==> src/rtl/lfsr_pkg.sv <==
`timescale 1ns/1ps
package lfsr_pkg;

    // Where feedback enters the register.
    typedef enum logic {
        FORM_FIBONACCI = 1'b0,  // taps reduced to one bit entering the MSB
        FORM_GALOIS    = 1'b1   // outgoing LSB folded into each tapped bit
    } lfsr_form_e;

    // Polarity of the feedback combination.
    typedef enum logic {
        FB_XOR  = 1'b0,
        FB_XNOR = 1'b1
    } lfsr_fb_e;

    // Source of the next register value.
    typedef enum logic [1:0] {
        NXT_HOLD = 2'd0,
        NXT_ADV  = 2'd1,
        NXT_SEED = 2'd2
    } lfsr_nxt_e;

    // Combine two bits with the selected polarity.
    function automatic logic fb_combine(input lfsr_fb_e fb, input logic a, input logic b);
        return (fb == FB_XNOR) ? ~(a ^ b) : (a ^ b);
    endfunction

endpackage

==> src/rtl/lfsr_shift1.sv <==
`timescale 1ns/1ps
// One right shift of the register in the selected form and polarity.
module lfsr_shift1 import lfsr_pkg::*; #(
    parameter int               WIDTH = 16,
    parameter lfsr_form_e       FORM  = FORM_FIBONACCI,
    parameter lfsr_fb_e         FB    = FB_XOR,
    parameter logic [WIDTH-1:0] TAPS  = WIDTH'(1)
) (
    input  logic [WIDTH-1:0] din,
    output logic [WIDTH-1:0] dout
);

    if (FORM == FORM_FIBONACCI) begin : g_fib
        logic par;
        assign par = ^(din & TAPS);
        for (genvar i = 0; i < WIDTH; i++) begin : g_bit
            if (i == WIDTH - 1) begin : g_top
                assign dout[i] = (FB == FB_XNOR) ? ~par : par;
            end else begin : g_mid
                assign dout[i] = din[i+1];
            end
        end
    end else begin : g_gal
        for (genvar i = 0; i < WIDTH; i++) begin : g_bit
            if (i == WIDTH - 1) begin : g_top
                assign dout[i] = din[0];
            end else if (TAPS[i]) begin : g_tap
                assign dout[i] = fb_combine(FB, din[i+1], din[0]);
            end else begin : g_pass
                assign dout[i] = din[i+1];
            end
        end
    end

endmodule

==> src/rtl/lfsr_advance.sv <==
`timescale 1ns/1ps
// STEP single shifts chained into one combinational increment.
module lfsr_advance import lfsr_pkg::*; #(
    parameter int               WIDTH = 16,
    parameter int               STEP  = 1,
    parameter lfsr_form_e       FORM  = FORM_FIBONACCI,
    parameter lfsr_fb_e         FB    = FB_XOR,
    parameter logic [WIDTH-1:0] TAPS  = WIDTH'(1)
) (
    input  logic [WIDTH-1:0] din,
    output logic [WIDTH-1:0] dout
);

    logic [WIDTH-1:0] stage [STEP+1];

    assign stage[0] = din;

    for (genvar k = 0; k < STEP; k++) begin : g_stage
        lfsr_shift1 #(
            .WIDTH (WIDTH),
            .FORM  (FORM),
            .FB    (FB),
            .TAPS  (TAPS)
        ) u_shift (
            .din  (stage[k]),
            .dout (stage[k+1])
        );
    end

    assign dout = stage[STEP];

endmodule

==> src/rtl/lfsr_gen.sv <==
`timescale 1ns/1ps
module lfsr_gen import lfsr_pkg::*; #(
    parameter int               WIDTH          = 16,
    parameter int               STEP           = 1,
    parameter lfsr_form_e       FORM           = FORM_FIBONACCI,
    parameter lfsr_fb_e         FB             = FB_XOR,
    parameter logic [WIDTH-1:0] TAPS           = WIDTH'(16'h002D),
    parameter bit               HAS_RESET_SEED = 1'b1,
    parameter logic [WIDTH-1:0] RESET_SEED     = WIDTH'(1),
    parameter bit               UPDATE_SEED    = 1'b0
) (
    input  logic             clk,
    input  logic             rst,
    input  logic             incr_en,
    input  logic             seed_vld,
    input  logic [WIDTH-1:0] seed_val,
    output logic [WIDTH-1:0] state_out
);

    localparam logic [WIDTH-1:0] LOCKUP      = (FB == FB_XNOR) ? '1 : '0;
    localparam logic [WIDTH-1:0] FALLBACK    = (FB == FB_XNOR) ? '0 : WIDTH'(1);
    localparam logic [WIDTH-1:0] RESET_STATE = HAS_RESET_SEED ? RESET_SEED : FALLBACK;

    if (WIDTH < 1) begin : g_bad_width
        $error("lfsr_gen: WIDTH must be at least 1");
    end
    if (STEP < 1) begin : g_bad_step
        $error("lfsr_gen: STEP must be at least 1");
    end
    if (HAS_RESET_SEED && (RESET_SEED == LOCKUP)) begin : g_bad_seed
        $error("lfsr_gen: RESET_SEED equals the lock-up word");
    end

    logic [WIDTH-1:0] state_q;
    logic [WIDTH-1:0] state_adv;
    logic [WIDTH-1:0] seed_in;
    logic [WIDTH-1:0] state_d;
    lfsr_nxt_e        nxt_sel;

    lfsr_advance #(
        .WIDTH (WIDTH), .STEP (STEP), .FORM (FORM), .FB (FB), .TAPS (TAPS)
    ) u_adv_state (
        .din  (state_q),
        .dout (state_adv)
    );

    if (UPDATE_SEED) begin : g_seed_adv
        lfsr_advance #(
            .WIDTH (WIDTH), .STEP (STEP), .FORM (FORM), .FB (FB), .TAPS (TAPS)
        ) u_adv_seed (
            .din  (seed_val),
            .dout (seed_in)
        );
    end else begin : g_seed_raw
        assign seed_in = seed_val;
    end

    always_comb begin
        if (seed_vld)     nxt_sel = NXT_SEED;
        else if (incr_en) nxt_sel = NXT_ADV;
        else              nxt_sel = NXT_HOLD;
    end

    always_comb begin
        unique case (nxt_sel)
            NXT_SEED: state_d = seed_in;
            NXT_ADV:  state_d = state_adv;
            default:  state_d = state_q;
        endcase
    end

    always_ff @(posedge clk) begin
        if (rst) state_q <= RESET_STATE;
        else     state_q <= state_d;
    end

    assign state_out = state_q;

endmodule

==> config.mk <==
export PLATFORM = sky130hd
export DESIGN_NAME = lfsr_gen
export DESIGN_NICKNAME = d
export VERILOG_FILES = /design/src/rtl/lfsr_pkg.sv /design/src/rtl/lfsr_shift1.sv /design/src/rtl/lfsr_advance.sv /design/src/rtl/lfsr_gen.sv
export SDC_FILE = /design/constraint.sdc
export NUM_CORES = 1
export LEC_CHECK = 0
export ABC_AREA = 1
export CAP_MARGIN = 20
export CORE_MARGIN = 5
export CORE_UTILIZATION = 31
export DETAILED_ROUTE_END_ITERATION = 12
export SKIP_LAST_GASP = 1
export SLEW_MARGIN = 15
export SYNTH_ARGS = -nofsm -noshare
export SYNTH_HDL_FRONTEND = slang
export SYNTH_SLANG_ARGS = --single-unit
==> constraint.sdc <==
create_clock -name clk -period 1.1 [get_ports clk]
set_input_delay 0.22 -clock clk [delete_from_list [all_inputs] [get_ports clk]]
set_output_delay 0.22 -clock clk [all_outputs]
set_load 0.02 [all_outputs]
# ---- Word-level counts from Yosys, hierarchy flattened
# Cells that the tools add are included.
dict set report totals {
  mem_bits_ro 0
  in_bits 20
  latch_bits 0
  output_inout_bits 16
  mem_count 0
  ramBits 0
  reg_bits 16
  elab_cells 8
}
dict set report classes {
  multipliers 0
  n_addsub 0
  reduce_logical 2
  n_bitwise 0
  n_div 0
  eq_ne 2
  n_shift 0
  n_mux 3
  n_lt_le_gt_ge 0
}
# op n
set ops {}
lappend ops {{$pmux W16 S2} 1}
lappend ops {{$reduce_xor A16 Y1} 1}
lappend ops {{$eq A2 B1 Y1 const B} 1}
lappend ops {{$eq A2 B2 Y1 const B} 1}
lappend ops {{$mux W2} 1}
lappend ops {{$reduce_bool A2 Y1} 1}
lappend ops {{$mux W1} 1}

# ---- Longest topological paths before layout
dict set report logic_depth {
  ltp_word 4
  mapped_depth 7
  depth_no_buf 6
}

# ---- By module
# A second synthesis with hierarchy kept.
dict set report hier_totals {
  hier_cells 151
  hier_area_um2 1007.2
}
# mod cells_per_inst area_each_um2 n_inst
set by_module_without_submodules {}
lappend by_module_without_submodules {lfsr_gen 120 823.3 1}
lappend by_module_without_submodules {lfsr_shift1 31 183.9 1}

# ---- Worst setup path before layout
# No wires, ideal clock.
dict set report synth_path {
  kind {reg-to-reg}
  startpoint {reg state_q[5], in the netlist state_out[5]}
  endpoint {reg state_q[15], in the netlist state_out[15]}
  t_arrival_ps 893
  synth_period_minus_slack_ps 962
  path_stages_with_launch 7
  path_slack_ps 138
  required_time_ps 1030
  cell_sequence {dfxtp_1 inv_1 nand2_1 nand2_1 nand2_1 nand3_1 a21oi_1}
}
dict set report synth_via {
  elab_chain_cells 2
}
# item line_no
set synth_lines {}
lappend synth_lines {{start: declaration} lfsr_gen.sv:34} ;# logic [WIDTH-1:0] state_q;
lappend synth_lines {{start signal: assignment} lfsr_gen.sv:74} ;# else state_q <= state_d;
lappend synth_lines {{$reduce_xor A16 Y1} lfsr_shift1.sv:15} ;# assign par = ^(din & TAPS);
lappend synth_lines {{$pmux W16 S2} lfsr_gen.sv:65} ;# unique case (nxt_sel)
# Every way passes these cells.
# A chain may end at the register's enable or synchronous reset.

# ---- Worst setup path in the final report
dict set report layout_path {
  startpoint {reg state_q[6], in the netlist state_out[6]}
  endpoint {out state_out[6]}
}
# item line_no
set layout_lines {}
lappend layout_lines {{end: declaration} lfsr_gen.sv:17} ;# output logic [WIDTH-1:0] state_out
# No word-level cell between the ends.

==> results by group <==
Outcome
  – Status: complete, no violations

Power
  – Switching power: ~390 uW
  – Gate power share: 29.7%
  – Int Pwr: between 900 and 1000 uW
  – Seq pwr share: a little under half
  – Net switching fraction of the power: 29.37%
  – Clk pwr share: 23.0%
  – Design Power: 1338 uW
  – Worst VDD drop: 0.7172 mV
  – PD cells: approximately 1000 nW/um^2
  – Static leakage: 0.0007764 uW

Die
  – Die ar.: 3820 sq um
  – Die H: 61.81 um
  – Core Area: 2522 sq um
  – Num rows: 18
  – Starting Density: 32.99%
  – Horiz. Die Dim: 61.81 um
  – Io pins: 36

Global routing
  – Initial antenna violation count: 0
  – First-pass GRT wire length: 3788 um
  – GRT Total Usage: 13.22%
  – Grt ovf: 0
  – Largest net degree at the start of global routing: 17
  – Vias in the first global route: 911

Critical path
  – Buffers & Inverters on Critical Path: 1
  – Top delay family on crit path: flip-flops
  – Worst-path fanout max: 2
  – Worst path max stage delay: ~0.37 ns
  – Critical Path End Type: output port
  – Crit path kind: reg2out
  – RR Startpoint: state_out[5]$_SDFFE_PP0P_
  – Slowest CP cell: dfxtp_1
  – CP Launch Type: flip-flop
  – Crit path from: state_out[6]$_SDFFE_PP0P_
  – Arr. time, crit path: 0.82 ns
  – Worst path cell trace: buf_4
  – Required time worst endpoint: between 0.8 and 0.9 ns

Clocking
  – Hold buffer count at CTS: 0
  – Clock Sinks: 16
  – Maximum buffer depth of the clock tree: 2
  – Clock-pin slew on the worst setup and hold paths: 0.09 ns
  – Worst skew pair latency: roughly 0.29 ns
  – H-tree level count: 1
  – CTS tree: built
  – Root Driver: clkbuf_4
  – Num CTS Buffers: 3

Logic synthesis
  – Sequential share of the synthesized area: 38.50%
  – Number of synthesis warnings: 0
  – Syn nets: between 150 and 200
  – FF+latch count, synth: 16
  – Synth area leader: dfxtp_1
  – Post-synth top area share: between 30% and 40%
  – Synth cell types: 14
  – Top cells by area, synth: dfxtp_1 38%, nand2_1 31%, inv_1 8.1%
  – Syn Std Cell Area: 832.0 sq um
  – Syn_area_per_cell: 6.352 sq um
  – Cells after Synth: 131

Timing
  – Actual slew at the worst max-slew pin: 0.1959 ns
  – Hold_ws: 0.3814 ns
  – Final period utilization: between 90 and 100%
  – Setup Skew: 0.007202 ns
  – Max Clock Freq: 0.9635 GHz
  – Final min period: 1.038 ns
  – Final Max Slew Viols: 0
  – Final hold violations: 0
  – Max_slew headroom: 86.91%
  – RSZ-0062 raised after global routing: false
  – Setup violators final: 0

Place
  – Global placer's final weighted congestion: 0.8128
  – IO Port Bufs: 35
  – Placement Cell Area: 1351 sq um
  – DP HPWL: 1765 um

Job
  – Max_cap viols: 0

Layout
  – Most common cell after layout, fill and taps aside: nand2_1
  – Share of layout cells above drive strength 1: 26.06%
  – # fillers: 258
  – Nets@finish: 210
  – Synthesis-to-finish area growth: 61.95%
  – Final core utilization: 53.42%
  – Post-route cell area: 1348 sq um
  – Largest register FFs: 16
  – Most frequent cells in the layout: 68 x nand2_1, 21 x buf_4, 18 x inv_1
  – Number of diodes: 0

Worst hold path
  – Worst min-delay path category: in2reg
  – Worst Min Path Start: incr_en

Routing
  – Via count of the routed design: 947
  – Initial DRC Count: 9
  – ANT nets after route: 0
  – DRC Markers: 0
  – Vias per Instance: 4.344
  – Routed length per instance: 10.63 um
  – First-pass DRT Iterations: 4
  – Post-Route WL: 2318 um
==> power by group through the flow <==
stage	clock network [uW]	registers (uW)	logic, uW
final	308	632	398
after global routing	365	637	436
after CTS	336	633	395
after detailed placement	0	647	413
after global placement	0	647	411
after floorplan	0	698	135
==> worst register-to-register path: stages, from the launching register on <==
cell	delay, ns
dfxtp_1	0.34
buf_4	0.12
inv_1	0.05
nand2_1	0.06
nand2_1	0.04
nand2_1	0.06
nand3_1	0.07
a21oi_1	0.12
==> cells by family (layout without fill, tap and decap cells) <==
group,count (synthesis),in the layout,share of synthesized area (%)
simple gates,82,83,41.65
buf+inv,26,82,14.13
flops,16,16,38.50
compound gates,7,7,5.715
==> worst paths after layout <==
kind                                              endpoint  slack [ns]  cells after the start
worst min register to register   state_out[0]$_SDFFE_PP1P_        0.60                      3
worst min-delay path             state_out[0]$_SDFFE_PP1P_        0.38                      4
worst max-delay path                          state_out[6]        0.06                      1
worst max register to register  state_out[15]$_SDFFE_PP0P_        0.17                      7
==> per-layer routing <==
layer / vias to the layer above / global-route usage [%] / share of wire [%]
met5: - / 0 / 0
li1: 510 / - / -
met3: 2 / 4.752 / 5.2
met4: 0 / 3.939 / 0.73
met2: 21 / 22.12 / 49
met1: 414 / 15.88 / 45
==> Yosys cell counts (all sizes together) <==
library cell,n
o211ai,4
nand3,12
buf,5
nand2,68
a21oi,2
nor2,2
dfxtp,16
a22oi,1
inv,21
==> final cells by class <==
class	instances	area [sq um]	area share, %
well taps	30	37.54	2.786
inverters	21	78.83	5.850
multi-input cells	90	409.1	30.36
repair buffers	58	479.2	35.56
flip-flops and latches	16	320.3	23.77
clock buffers	3	22.52	1.671
==> per-stage QoR <==
step	instances	worst slack, ns	setup TNS [ns]
finish	218	0.06210	0
global route	218	0.01167	0
CTS	217	-0.005305	-0.008197
detailed placement	212	-0.3534	-5.409
global placement	212	-0.3382	-5.285
floorplan	131	0.1376	0
==> repair_timing <==
action                                  in CTS  in global routing
buffers inserted                             2                  0
resized for setup                           65                  4
pin swaps                                    1                  2
cloned                                       0                  1
endpoints found under the setup margin      20                 16
Note: power is estimated with default switching activity, not from simulation.
